File: config.mk
export PLATFORM = sky130hd
export DESIGN_NAME = mw_eeprom_target
export DESIGN_NICKNAME = d
export VERILOG_FILES = /design/src/rtl/mw_pkg.sv /design/src/rtl/mw_sync.sv /design/src/rtl/mw_busy_timer.sv /design/src/rtl/mw_array.sv /design/src/rtl/mw_eeprom_target.sv
export SDC_FILE = /design/constraint.sdc
export NUM_CORES = 2
export LEC_CHECK = 0
export ABC_CLOCK_PERIOD_IN_PS = 6300
export BUFFER_PORTS_ARGS = -buffer_cell sky130_fd_sc_hd__buf_2
export CORE_MARGIN = 4
export CORE_UTILIZATION = 50
export DETAILED_ROUTE_END_ITERATION = 7
export GPL_TIMING_DRIVEN = 1
export PLACE_DENSITY = 0.62
export SLEW_MARGIN = 20
export SYNTH_ARGS = -nofsm -noshare
export SYNTH_HDL_FRONTEND = slang
export SYNTH_HIERARCHICAL = 1
export SYNTH_SLANG_ARGS = --single-unit
File: constraint.sdc
create_clock -name clk -period 6.3 [get_ports clk]
set_clock_uncertainty 0.15 [all_clocks]
set_input_delay 0 -clock clk [delete_from_list [all_inputs] [get_ports clk]]
set_output_delay 0 -clock clk [all_outputs]
set_load 0.02 [all_outputs]
File: src/rtl/mw_pkg.sv
package mw_pkg;

    // Decoder states
    typedef enum logic [2:0] {
        ST_IDLE,
        ST_OP,
        ST_ADDR,
        ST_DATA,
        ST_READ,
        ST_WAIT,
        ST_DEAD
    } mw_state_e;

    // Array operations, also used to remember a command waiting for select to fall
    typedef enum logic [2:0] {
        CMD_NONE,
        CMD_WRITE,
        CMD_ERASE,
        CMD_WRALL,
        CMD_ERALL
    } mw_cmd_e;

endpackage

File: src/rtl/mw_sync.sv
module mw_sync #(
    parameter int N      = 3,
    parameter int STAGES = 2
) (
    input  logic         clk,
    input  logic         rst_n,
    input  logic [N-1:0] raw_i,
    output logic [N-1:0] lvl_o
);

    logic [N-1:0] stage_q [STAGES];
    logic [N-1:0] stage_d [STAGES];

    for (genvar s = 0; s < STAGES; s++) begin : g_stage
        if (s == 0) begin : g_first
            always_comb stage_d[s] = raw_i;
        end else begin : g_next
            always_comb stage_d[s] = stage_q[s-1];
        end

        always_ff @(posedge clk or negedge rst_n) begin
            if (!rst_n) stage_q[s] <= '0;
            else        stage_q[s] <= stage_d[s];
        end
    end

    assign lvl_o = stage_q[STAGES-1];

endmodule

File: src/rtl/mw_busy_timer.sv
module mw_busy_timer #(
    parameter int CYCLES = 200
) (
    input  logic clk,
    input  logic rst_n,
    input  logic start_i,
    output logic busy_o
);

    localparam int CW = $clog2(CYCLES + 1);

    logic [CW-1:0] cnt_q, cnt_d;

    always_comb begin
        cnt_d = cnt_q;
        if (start_i)
            cnt_d = CW'(CYCLES);
        else if (cnt_q != '0)
            cnt_d = cnt_q - CW'(1);
    end

    always_ff @(posedge clk or negedge rst_n) begin
        if (!rst_n) cnt_q <= '0;
        else        cnt_q <= cnt_d;
    end

    assign busy_o = (cnt_q != '0);

    // a started cycle is reported busy on the next clock
    a_r9_start_busy: assert property (@(posedge clk) disable iff (!rst_n)
        start_i |=> busy_o);

endmodule

File: src/rtl/mw_array.sv
module mw_array import mw_pkg::*; #(
    parameter int WORDS = 64,
    parameter int WW    = 16
) (
    input  logic                         clk,
    input  logic                         rst_n,
    input  mw_cmd_e                      op_i,
    input  logic [$clog2(WORDS):0]       op_addr_i,
    input  logic [WW-1:0]                op_data_i,
    input  logic                         op_byte_i,
    input  logic [$clog2(WORDS):0]       rd_addr_i,
    input  logic                         rd_byte_i,
    output logic [WW-1:0]                rd_data_o
);

    localparam int WAW = $clog2(WORDS);
    localparam int BAW = WAW + 1;
    localparam int HW  = WW / 2;

    logic [WORDS*WW-1:0] flat;

    for (genvar g = 0; g < WORDS; g++) begin : g_word
        logic [WW-1:0] word_q, word_d;
        logic          hit;

        always_comb begin
            hit    = ((op_byte_i ? op_addr_i[BAW-1:1] : op_addr_i[WAW-1:0]) == WAW'(g));
            word_d = word_q;
            case (op_i)
                CMD_WRALL: word_d = op_byte_i ? {op_data_i[HW-1:0], op_data_i[HW-1:0]} : op_data_i;
                CMD_ERALL: word_d = '1;
                CMD_WRITE: begin
                    if (hit) begin
                        if (!op_byte_i)      word_d = op_data_i;
                        else if (op_addr_i[0]) word_d[WW-1:HW] = op_data_i[HW-1:0];
                        else                 word_d[HW-1:0] = op_data_i[HW-1:0];
                    end
                end
                CMD_ERASE: begin
                    if (hit) begin
                        if (!op_byte_i)      word_d = '1;
                        else if (op_addr_i[0]) word_d[WW-1:HW] = '1;
                        else                 word_d[HW-1:0] = '1;
                    end
                end
                default: ;
            endcase
        end

        always_ff @(posedge clk or negedge rst_n) begin
            if (!rst_n) word_q <= '1;
            else        word_q <= word_d;
        end

        assign flat[g*WW +: WW] = word_q;
    end

    // Read port, result left-aligned so the shifter always uses the top bit
    logic [WAW-1:0] rd_idx;
    logic [WW-1:0]  rd_word;

    always_comb begin
        rd_idx  = rd_byte_i ? rd_addr_i[BAW-1:1] : rd_addr_i[WAW-1:0];
        rd_word = flat[rd_idx*WW +: WW];
        if (!rd_byte_i)
            rd_data_o = rd_word;
        else if (rd_addr_i[0])
            rd_data_o = {rd_word[WW-1:HW], {HW{1'b0}}};
        else
            rd_data_o = {rd_word[HW-1:0], {HW{1'b0}}};
    end

    // contents only move when an operation is issued
    a_r8_hold_without_op: assert property (@(posedge clk) disable iff (!rst_n)
        (op_i == CMD_NONE) |=> $stable(flat));

endmodule

File: src/rtl/mw_eeprom_target.sv
module mw_eeprom_target import mw_pkg::*; #(
    parameter int WORDS       = 64,
    parameter int WW          = 16,
    parameter int PROG_CYCLES = 200
) (
    input  logic clk,
    input  logic rst_n,
    input  logic sel_i,
    input  logic sclk_i,
    input  logic sdi_i,
    input  logic org_word_i,
    output logic sdo_o
);

    localparam int WAW  = $clog2(WORDS);
    localparam int BAW  = WAW + 1;
    localparam int HW   = WW / 2;
    localparam int CNTW = $clog2(WW + BAW + 1);

    typedef struct packed {
        mw_state_e       st;
        logic [1:0]      opc;
        logic [BAW-1:0]  addr;
        logic [WW-1:0]   data;
        logic [CNTW-1:0] cnt;
        logic [WW-1:0]   shreg;
        logic            rd_out;
        logic            wen;
        logic            status;
        logic            byte_m;
        mw_cmd_e         pend;
        logic            s_prev;
        logic            c_prev;
    } ctl_t;

    ctl_t ctl_q, ctl_d;

    // Synchronised inputs: bit 0 select, bit 1 clock, bit 2 data
    logic [2:0] sync_lvl;
    logic       s_lvl, c_lvl, d_lvl, c_rise, s_fall;

    mw_sync #(.N(3), .STAGES(2)) u_sync (
        .clk   (clk),
        .rst_n (rst_n),
        .raw_i ({sdi_i, sclk_i, sel_i}),
        .lvl_o (sync_lvl)
    );

    assign s_lvl  = sync_lvl[0];
    assign c_lvl  = sync_lvl[1];
    assign d_lvl  = sync_lvl[2];
    assign c_rise = c_lvl & ~ctl_q.c_prev;
    assign s_fall = ~s_lvl & ctl_q.s_prev;

    logic            busy;
    logic            prog_start;
    mw_cmd_e         arr_op;
    logic [BAW-1:0]  rd_addr;
    logic [WW-1:0]   rd_data;

    mw_busy_timer #(.CYCLES(PROG_CYCLES)) u_timer (
        .clk     (clk),
        .rst_n   (rst_n),
        .start_i (prog_start),
        .busy_o  (busy)
    );

    mw_array #(.WORDS(WORDS), .WW(WW)) u_array (
        .clk       (clk),
        .rst_n     (rst_n),
        .op_i      (arr_op),
        .op_addr_i (ctl_q.addr),
        .op_data_i (ctl_q.data),
        .op_byte_i (ctl_q.byte_m),
        .rd_addr_i (rd_addr),
        .rd_byte_i (ctl_q.byte_m),
        .rd_data_o (rd_data)
    );

    // Read address: next location while streaming, else the address being completed
    always_comb begin
        if (ctl_q.st == ST_READ)
            rd_addr = ctl_q.byte_m ? ctl_q.addr + BAW'(1)
                                   : {1'b0, ctl_q.addr[WAW-1:0] + WAW'(1)};
        else
            rd_addr = {ctl_q.addr[BAW-2:0], d_lvl};
    end

    logic [CNTW-1:0] a_last, d_last;
    logic [BAW-1:0]  a_full;
    logic [1:0]      sub_cmd;

    always_comb begin
        a_last  = ctl_q.byte_m ? CNTW'(BAW - 1) : CNTW'(WAW - 1);
        d_last  = ctl_q.byte_m ? CNTW'(HW - 1)  : CNTW'(WW - 1);
        a_full  = {ctl_q.addr[BAW-2:0], d_lvl};
        sub_cmd = ctl_q.byte_m ? a_full[BAW-1:BAW-2] : a_full[WAW-1:WAW-2];
    end

    always_comb begin
        ctl_d        = ctl_q;
        ctl_d.s_prev = s_lvl;
        ctl_d.c_prev = c_lvl;
        arr_op       = CMD_NONE;
        prog_start   = 1'b0;

        if (!s_lvl) begin
            if (s_fall && ctl_q.st == ST_WAIT && ctl_q.pend != CMD_NONE
                && ctl_q.wen && !busy) begin
                arr_op       = ctl_q.pend;
                prog_start   = 1'b1;
                ctl_d.status = 1'b1;
            end
            ctl_d.st   = ST_IDLE;
            ctl_d.pend = CMD_NONE;
        end else if (c_rise) begin
            case (ctl_q.st)
                ST_IDLE: begin
                    if (d_lvl && !busy) begin
                        ctl_d.st     = ST_OP;
                        ctl_d.cnt    = '0;
                        ctl_d.status = 1'b0;
                        ctl_d.byte_m = ~org_word_i;
                        ctl_d.addr   = '0;
                        ctl_d.data   = '0;
                    end
                end
                ST_OP: begin
                    ctl_d.opc = {ctl_q.opc[0], d_lvl};
                    if (ctl_q.cnt == CNTW'(1)) begin
                        ctl_d.st  = ST_ADDR;
                        ctl_d.cnt = '0;
                    end else begin
                        ctl_d.cnt = ctl_q.cnt + CNTW'(1);
                    end
                end
                ST_ADDR: begin
                    ctl_d.addr = a_full;
                    ctl_d.cnt  = ctl_q.cnt + CNTW'(1);
                    if (ctl_q.cnt == a_last) begin
                        ctl_d.cnt = '0;
                        case (ctl_q.opc)
                            2'b10: begin
                                ctl_d.st     = ST_READ;
                                ctl_d.rd_out = 1'b0;
                                ctl_d.shreg  = rd_data;
                            end
                            2'b01: begin
                                ctl_d.st   = ST_DATA;
                                ctl_d.pend = CMD_WRITE;
                            end
                            2'b11: begin
                                ctl_d.st   = ST_WAIT;
                                ctl_d.pend = CMD_ERASE;
                            end
                            default: begin
                                case (sub_cmd)
                                    2'b11: begin
                                        ctl_d.wen = 1'b1;
                                        ctl_d.st  = ST_DEAD;
                                    end
                                    2'b00: begin
                                        ctl_d.wen = 1'b0;
                                        ctl_d.st  = ST_DEAD;
                                    end
                                    2'b10: begin
                                        ctl_d.st   = ST_WAIT;
                                        ctl_d.pend = CMD_ERALL;
                                    end
                                    default: begin
                                        ctl_d.st   = ST_DATA;
                                        ctl_d.pend = CMD_WRALL;
                                    end
                                endcase
                            end
                        endcase
                    end
                end
                ST_DATA: begin
                    ctl_d.data = {ctl_q.data[WW-2:0], d_lvl};
                    ctl_d.cnt  = ctl_q.cnt + CNTW'(1);
                    if (ctl_q.cnt == d_last)
                        ctl_d.st = ST_WAIT;
                end
                ST_READ: begin
                    ctl_d.rd_out = ctl_q.shreg[WW-1];
                    if (ctl_q.cnt == d_last) begin
                        ctl_d.cnt   = '0;
                        ctl_d.addr  = rd_addr;
                        ctl_d.shreg = rd_data;
                    end else begin
                        ctl_d.cnt   = ctl_q.cnt + CNTW'(1);
                        ctl_d.shreg = {ctl_q.shreg[WW-2:0], 1'b0};
                    end
                end
                ST_WAIT: begin
                    // a data-carrying command loses its window on a further clock
                    if (ctl_q.pend == CMD_WRITE || ctl_q.pend == CMD_WRALL) begin
                        ctl_d.st   = ST_DEAD;
                        ctl_d.pend = CMD_NONE;
                    end
                end
                default: ;
            endcase
        end
    end

    always_ff @(posedge clk or negedge rst_n) begin
        if (!rst_n) ctl_q <= '0;
        else        ctl_q <= ctl_d;
    end

    always_comb begin
        if (!s_lvl)
            sdo_o = 1'b1;
        else if (ctl_q.st == ST_READ)
            sdo_o = ctl_q.rd_out;
        else if (ctl_q.status && ctl_q.st == ST_IDLE)
            sdo_o = ~busy;
        else
            sdo_o = 1'b1;
    end

    logic rd_active;
    assign rd_active = (ctl_q.st == ST_READ);

    // the first bit of every read burst is a zero
    a_r4_dummy_first: assert property (@(posedge clk) disable iff (!rst_n)
        $rose(rd_active) |-> !ctl_q.rd_out);

    // with the latch clear no programming cycle can begin
    a_r7_no_prog_disabled: assert property (@(posedge clk) disable iff (!rst_n)
        !ctl_q.wen |=> !$rose(busy));

    // the decoder stays idle while a cycle runs
    a_r9_busy_ignores: assert property (@(posedge clk) disable iff (!rst_n)
        (busy && ctl_q.st == ST_IDLE) |=> (ctl_q.st == ST_IDLE));

endmodule

* After elaboration in Yosys (flattened, before gate mapping)
Index checks and enable logic that the tools add are counted.
** Storage, ports and cells
- Memories kept :: 0
- Bits of input ports :: 6
- Output and inout port bits :: 1
- Bits in registers :: 1096
- Bits in latches :: 0
- Memory bits (writable) :: 0
- Memory bits (read-only) :: 0
- Logic and storage cells :: 798
** Cells by class
- Divide/modulo/power cells :: 0
- Bitwise operators :: 7
- Reduce and logical (&&, ||, !) cells :: 161
- Multiplexer cells :: 251
- Add/subtract/negate cells :: 4
- Equal/unequal tests :: 230
- Magnitude comparators :: 0
- Shift-type cells :: 1
- Multiply operators :: 0
** Operator list (number)
- case mux 16 bit (4 select lines) :: 64
- 2-to-1 mux 16 bit :: 133
- variable part select 1024 x 11 -> 16 bit :: 1
- AND reduction 5 bit :: 130
- != test 2 x 1 -> 1 bit, second input constant :: 130
- equality test 6 bit, second input constant :: 32
- equality test 6 x 5 -> 1 bit, second input constant :: 16
- 2-to-1 mux 56 bit :: 1
- equality test 6 x 4 -> 1 bit, second input constant :: 8
- 2-to-1 mux 8 bit :: 6
- case mux 17 bit (2 select lines) :: 1
- 2-to-1 mux 3 bit :: 11
- != test 3 bit, second input constant :: 11
- case mux 16 bit (2 select lines) :: 1
- 2-to-1 mux 28 bit :: 1
- case mux 5 bit (5 select lines) :: 1
- equality test 6 x 3 -> 1 bit, second input constant :: 4
- 2-to-1 mux 23 bit :: 1
- 2-to-1 mux 21 bit :: 1
- 2-to-1 mux 7 bit :: 3
- case mux 7 bit (3 select lines) :: 1
- case mux 3 bit (2 select lines) :: 3
- case mux 3 bit (3 select lines) :: 2
- 2-to-1 mux 17 bit :: 1
- 43 further kinds :: 91

* Logic depth before layout (Yosys ltp)
- Word-level depth :: 12
- Depth in mapped cells :: 21
- Gate-level depth less buffers :: 15

* Modules after synthesis
Netlist, hierarchy kept.
** Modules (own cells, without submodules)
- mw_array :: cells each 5814, times used 1, sequential area each 26905.8 um2, area an instance 56887.1 um2
- mw_eeprom_target :: cells each 327, times used 1, sequential area each 1451.4 um2, area an instance 3166.8 um2
- mw_busy_timer :: cells each 48, times used 1, sequential area each 200.2 um2, area an instance 473.0 um2
- mw_sync :: cells each 6, times used 1, sequential area each 150.1 um2, area an instance 150.1 um2

* Worst setup path after synthesis
OpenSTA, ideal clock, no wires.
- Path kind :: register to register
- Start point :: register u_timer.cnt_q[0]
- End point :: register u_array.g_word[36].word_q[15]
- Clock period less this slack :: 3.755 ns
- Stages on the path, launching flop included :: 15
- Data arrival time :: 3.512 ns
- Setup slack :: 2.545 ns
- Buffers on the path :: 3
- Required time :: 6.057 ns
- Setup time :: 0.093 ns
- Cells stage by stage :: dfrtp_1 > inv_1 > ha_1 > or3b_1 > nor2_2 > inv_2 > nor4b_1 > and3_1 > clkbuf_1 > xnor2_1 > nor2_1 > clkbuf_1 > a211oi_1 > clkbuf_1 > a21oi_1
** Between the ends
- Word-level cells in the longest chain between the ends :: 8
- Elaborated cells on any way between the ends :: 16
- Those cells by class :: eq/ne: 8; mux: 3; reduce/logical: 5
** Ends and longest elaborated chain
- from (decl) :: line mw_busy_timer.sv:12 : logic [CW-1:0] cnt_q, cnt_d;
- from (signal assigned) :: line mw_busy_timer.sv:24 : else cnt_q <= cnt_d;
- nonzero test 8 bit * :: line mw_busy_timer.sv:27 : assign busy_o = (cnt_q != '0);
- via busy :: line mw_eeprom_target.sv:55 : logic busy;
- logical NOT 1 bit * :: line mw_eeprom_target.sv:109 : && ctl_q.wen && !busy) begin
- logical AND 1 bit * :: line mw_eeprom_target.sv:109
- 2-to-1 mux 3 bit * :: line mw_eeprom_target.sv:108 : if (s_fall && ctl_q.st == ST_WAIT && ctl_q.pend != CMD_NONE
- 2-to-1 mux 3 bit * :: line mw_eeprom_target.sv:107 : if (!s_lvl) begin
- via arr_op[2] :: line mw_eeprom_target.sv:57 : mw_cmd_e arr_op;
- equality test 3 x 1 -> 1 bit, or another cell as far along :: line mw_array.sv:29 : case (op_i)
- != test 3 bit (no line), or another cell as far along
- AND reduction 5 bit (no line)
- to (signal assigned) :: line mw_array.sv:52 : else word_q <= word_d;
- to (decl) :: line mw_array.sv:23 : logic [WW-1:0] word_q, word_d;
Mark *: on every way through the listed nets, which the timed path passes. The rest lies on a longest branch.
A chain may end at the register's enable or synchronous reset.

* Final worst setup path
- Start point :: register ctl_q[57] in the netlist's numbering
- End point :: register ctl_q[17] in the netlist's numbering
** Between the ends
- Word-level cells in the longest chain between the ends :: 9
- Elaborated cells on any way between the ends :: 15
- Those cells by class :: eq/ne: 4; shift: 1; mux: 8; reduce/logical: 2
** Ends and longest elaborated chain
- from (decl) :: line mw_eeprom_target.sv:36 : ctl_t ctl_q, ctl_d;
- from (signal assigned) :: line mw_eeprom_target.sv:210 : else ctl_q <= ctl_d;
- equality test 3 bit * :: line mw_eeprom_target.sv:82 : if (ctl_q.st == ST_READ)
- 2-to-1 mux 7 bit * :: line mw_eeprom_target.sv:82
- via rd_addr[2] :: line mw_eeprom_target.sv:58 : logic [BAW-1:0] rd_addr;
- 2-to-1 mux 6 bit * :: line mw_array.sv:63 : rd_idx = rd_byte_i ? rd_addr_i[BAW-1:1] : rd_addr_i[WAW-1:0];
- variable part select 1024 x 11 -> 16 bit * :: line mw_array.sv:64 : rd_word = flat[rd_idx*WW +: WW];
- 2-to-1 mux 16 bit :: line mw_array.sv:67 : else if (rd_addr_i[0])
- 2-to-1 mux 16 bit * :: line mw_array.sv:65 : if (!rd_byte_i)
- via rd_data[8] :: line mw_eeprom_target.sv:59 : logic [WW-1:0] rd_data;
- 2-to-1 mux 17 bit :: line mw_eeprom_target.sv:142 : case (ctl_q.opc)
- 2-to-1 mux 23 bit :: line mw_eeprom_target.sv:140 : if (ctl_q.cnt == a_last) begin
- case mux 17 bit (2 select lines) * :: line mw_eeprom_target.sv:117 : case (ctl_q.st)
Mark *: on every way through the listed nets, which the timed path passes. The rest lies on a longest branch. The select of a mux whose other input is x is not followed.

==> metrics.yaml <==
setup_path:
  crit_type: "reg2reg"
  cp-start-kind: "flop"
  crit_fanout: 57
  crit_required_ns: 6.75
  cp.arrival_ns: 6.04
  reg2reg_from: "ctl_q[57]$_DFFE_PN0P_"
  reg2reg_depth: 13
  cp-end-kind: "flop"
  crit_start: "ctl_q[57]$_DFFE_PN0P_"
pwr:
  p_per_area_mw_per_mm2: 252
  p_leak_nw: 23.8
  ir_drop_mv: 0.249
  power.total_mw: 16.7
global_routing:
  grt_pass1_wl_mm: 288
  grt_use_total: 0.290
  grt_pass1_vias: 45700
  antenna_found_initial: 3
  gr-total-overflow: 0
  grt_max_degree: 169
sta:
  finalMaxSlewViolations: 0
  slew_headroom: 0.235
  period_minus_slack_ns: 5.59
  timing.final.crit_share: 0.888
  worst_pin_slew_ns: 1.15
  rsz0062_at_grt: "no"
  finalHoldViolations: 0
  setup_viol: 0
  fin_ws_ns: 0.706
  tns_ns: 0
  max_freq_mhz: 179
logic_synthesis:
  synth_mux_area_frac: 0.174
  synth_top_family_by_area: "compound AO/OA/AOI/OAI gates"
  synth_warnings: 6
  synth_fp_nets: 6209
  yosysSeqAreaShare: 0.473
  synth_edf_count: 0
  synth.top_cell.area_share: 0.443
  yosysUniqueCellTypes: 83
  synthSimpleGateAreaFrac: 0.112
  ys_async_sr_fraction: 1.00
  yosysTopAreaCell: "dfstp_2"
  synth_fa_ha_area_frac: 0.00165
  yosys-top-cells-area: "dfstp_2, mux2i_1, o21ai_0"
  netlist_area_mm2: 0.0607
  yosys.area_share.xor_xnor: 0.00113
  ys_ff_latch: 1096
  synthFlopType: "dfstp_2"
  syn_inst: 6195
  synth_compound_area_frac: 0.189
  avgSynthCellArea_um2: 9.79
floorplan:
  ios: 7
  dieHeight_um: 356
  core-area_mm2: 0.120
  die_x_um: 356
  start_util: 0.504
  rows: 127
  die-area_mm2: 0.127
finish:
  n_fill_cell: 10700
  fin_nets: 6001
  area_growth_pct: 9.16
  register_area_mm2: 0.0287
  drive_gt1_frac: 0.264
  post-route-util: 0.551
  multi_input_area_mm2: 0.0293
clocking:
  clk_pin_slew_ns: 0.06
  clkSinkCount: 1096
  tritoncts: "yes"
  numCtsBuffers: 120
  clock_latency_ns: 0.75
  root_buffer: "clkbuf_16"
  cts.htree.levels: 3
  clockBufferDepth: 3
  postCtsSetupRepairBufs: 0
routing:
  drc: 0
  drt-total-wl_mm: 186
  wire_per_inst_um: 24.2
  viasPerCell: 6.20
  num_vias: 47800
  ant_nets: 0
  drtPass1Iterations: 8
  drt_iter0_drc: 4512
place:
  preCtsSetupSlack_ns: 0.770
  dpl.hpwl_mm: 118
  io_buffers: 6
  gp_congestion: 1.01
status:
  status: "completed"
flow_run:
  maxCapViolCount: 0
min_path:
  hp-class: "in2async"
[kinds of logic after synthesis]
family,count (synthesis)
adder cells (fa/ha/maj),8
AND/OR/NAND/NOR,1616
XOR/XNOR,7
flip-flops,1096
buffers and inverters,566
AO/OA/AOI/OAI,1930
multiplexers,972
[layout make-up]
type	instances	area share
multi-input combinational	4533	0.442
clock inverter	39	0.00591
tap	1612	0.0305
inverter	21	0.00119
antenna	1	0.0000378
clock buffer	184	0.0560
timing repair buffer	215	0.0310
sequential	1096	0.433
[cells in the mapped netlist (14+ instances only)]
library cell	number
o22ai_1	64
buf_2	140
nand2b_1	17
inv_1	20
a32o_1	15
a22o_1	22
nand2_1	720
mux2i_1	870
a22oi_1	401
nor2_1	582
a211oi_1	14
mux2_2	41
o21ai_0	626
o21ai_1	36
dfrtp_1	72
a221oi_1	18
nor2b_1	29
buf_1	15
nor3_1	16
buf_6	58
nand3_1	102
a21oi_1	580
mux4_2	61
buf_4	57
a31oi_1	52
dfstp_2	1024
clkbuf_1	270
and3_1	62
[critical path: stages, from the launching register on]
cell and delay [ns]:
dfrtp_1 0.66, or3b_1 0.55, o21ai_4 0.70, and2_4 0.90, buf_12 0.30, a22oi_1 0.14, and3_1 0.25, a2111oi_0 0.73
buf_4 0.24, nor4_1 0.05, buf_4 0.19, mux2_2 0.26, a22oi_1 0.17, o21ai_0 0.11
[routing by layer]
metal | vias up | global-route usage | routed length [um]
met5 | - | 0 | 9
met4 | 2 | 0.0967 | 6700
li1 | 22000 | - | -
met3 | 335 | 0.0404 | 11600
met2 | 1581 | 0.447 | 83800
met1 | 23900 | 0.422 | 84300
[path summary, 6_finish.rpt]
kind	slack (ns)	to
setup reg to reg	0.71	ctl_q[17]$_DFFE_PN0P_
hold / removal	0.12	u_array/g_word[31].word_q[0]$_DFFE_PN1P_
setup / recovery	0.71	ctl_q[17]$_DFFE_PN0P_
hold reg to reg	0.21	u_sync/lvl_o[2]$_DFF_PN0_
max in group asynchronous	4.53	ctl_q[41]$_DFFE_PN0P_
min in group clk	0.21	u_sync/lvl_o[2]$_DFF_PN0_
[per-stage QoR]
| stage | cells | hold slack, ns | instance area [um2] |
|---|---|---|---|
| CTS | 7699 | 0.146 | 66200 |
| floorplan | 6195 | -0.446 | 60700 |
| detailed placement | 7466 | -0.0393 | 62000 |
| global placement | 7464 | -0.0406 | 61900 |
| global route | 7700 | 0.198 | 66200 |
| finish | 7701 | 0.123 | 66200 |
[where the power goes]
group	switching, mW	internal [mW]	leakage (nW)
combinational	1.44	0.823	10.2
clock	2.98	4.31	2.05
sequential	0.0464	7.08	11.5
[layout by cell type (no fill, tap or decap), types with 12 or more instances in the layout]
cell type | Yosys | routed
inv_1 | 20 | 20
and2_1 | 13 | 12
a22o_1 | 22 | 22
buf_4 | 57 | 165
a31oi_1 | 52 | 52
o221ai_1 | 13 | 13
a32o_1 | 15 | 15
a221oi_1 | 18 | 18
o21ai_1 | 36 | 29
nor3_1 | 16 | 16
clkinv_2 | 0 | 28
mux4_2 | 61 | 61
and3_1 | 62 | 62
o21a_1 | 13 | 13
mux2i_1 | 870 | 868
nand3_1 | 102 | 102
dfrtp_1 | 72 | 71
dfstp_2 | 1024 | 1024
clkbuf_1 | 270 | 23
clkbuf_16 | 0 | 125
a22oi_1 | 401 | 401
nand2_1 | 720 | 718
nor2_1 | 582 | 563
nand2b_1 | 17 | 17
o21ai_0 | 626 | 623
nor2b_1 | 29 | 26
a21oi_1 | 580 | 580
o22ai_1 | 64 | 64
clkbuf_8 | 0 | 36
mux2_2 | 41 | 41
buf_12 | 0 | 33
[what timing repair did]
| item | CTS | global route |
|---|---|---|
| gates resized for setup | 0 | 0 |
| hold buffers | 10 | 0 |
| endpoints found under the hold margin | 105 | 0 |
[sequential cells by signal, summed over array words and instances, names as in the netlist]
signal                 flops
a_full                     6
u_timer/cnt_q              8
u_array/g_word.word_q   1024
u_sync/lvl_o               3
u_sync/stage_d             3
ctl_q                     52
Power figures use the tool's default switching activity.
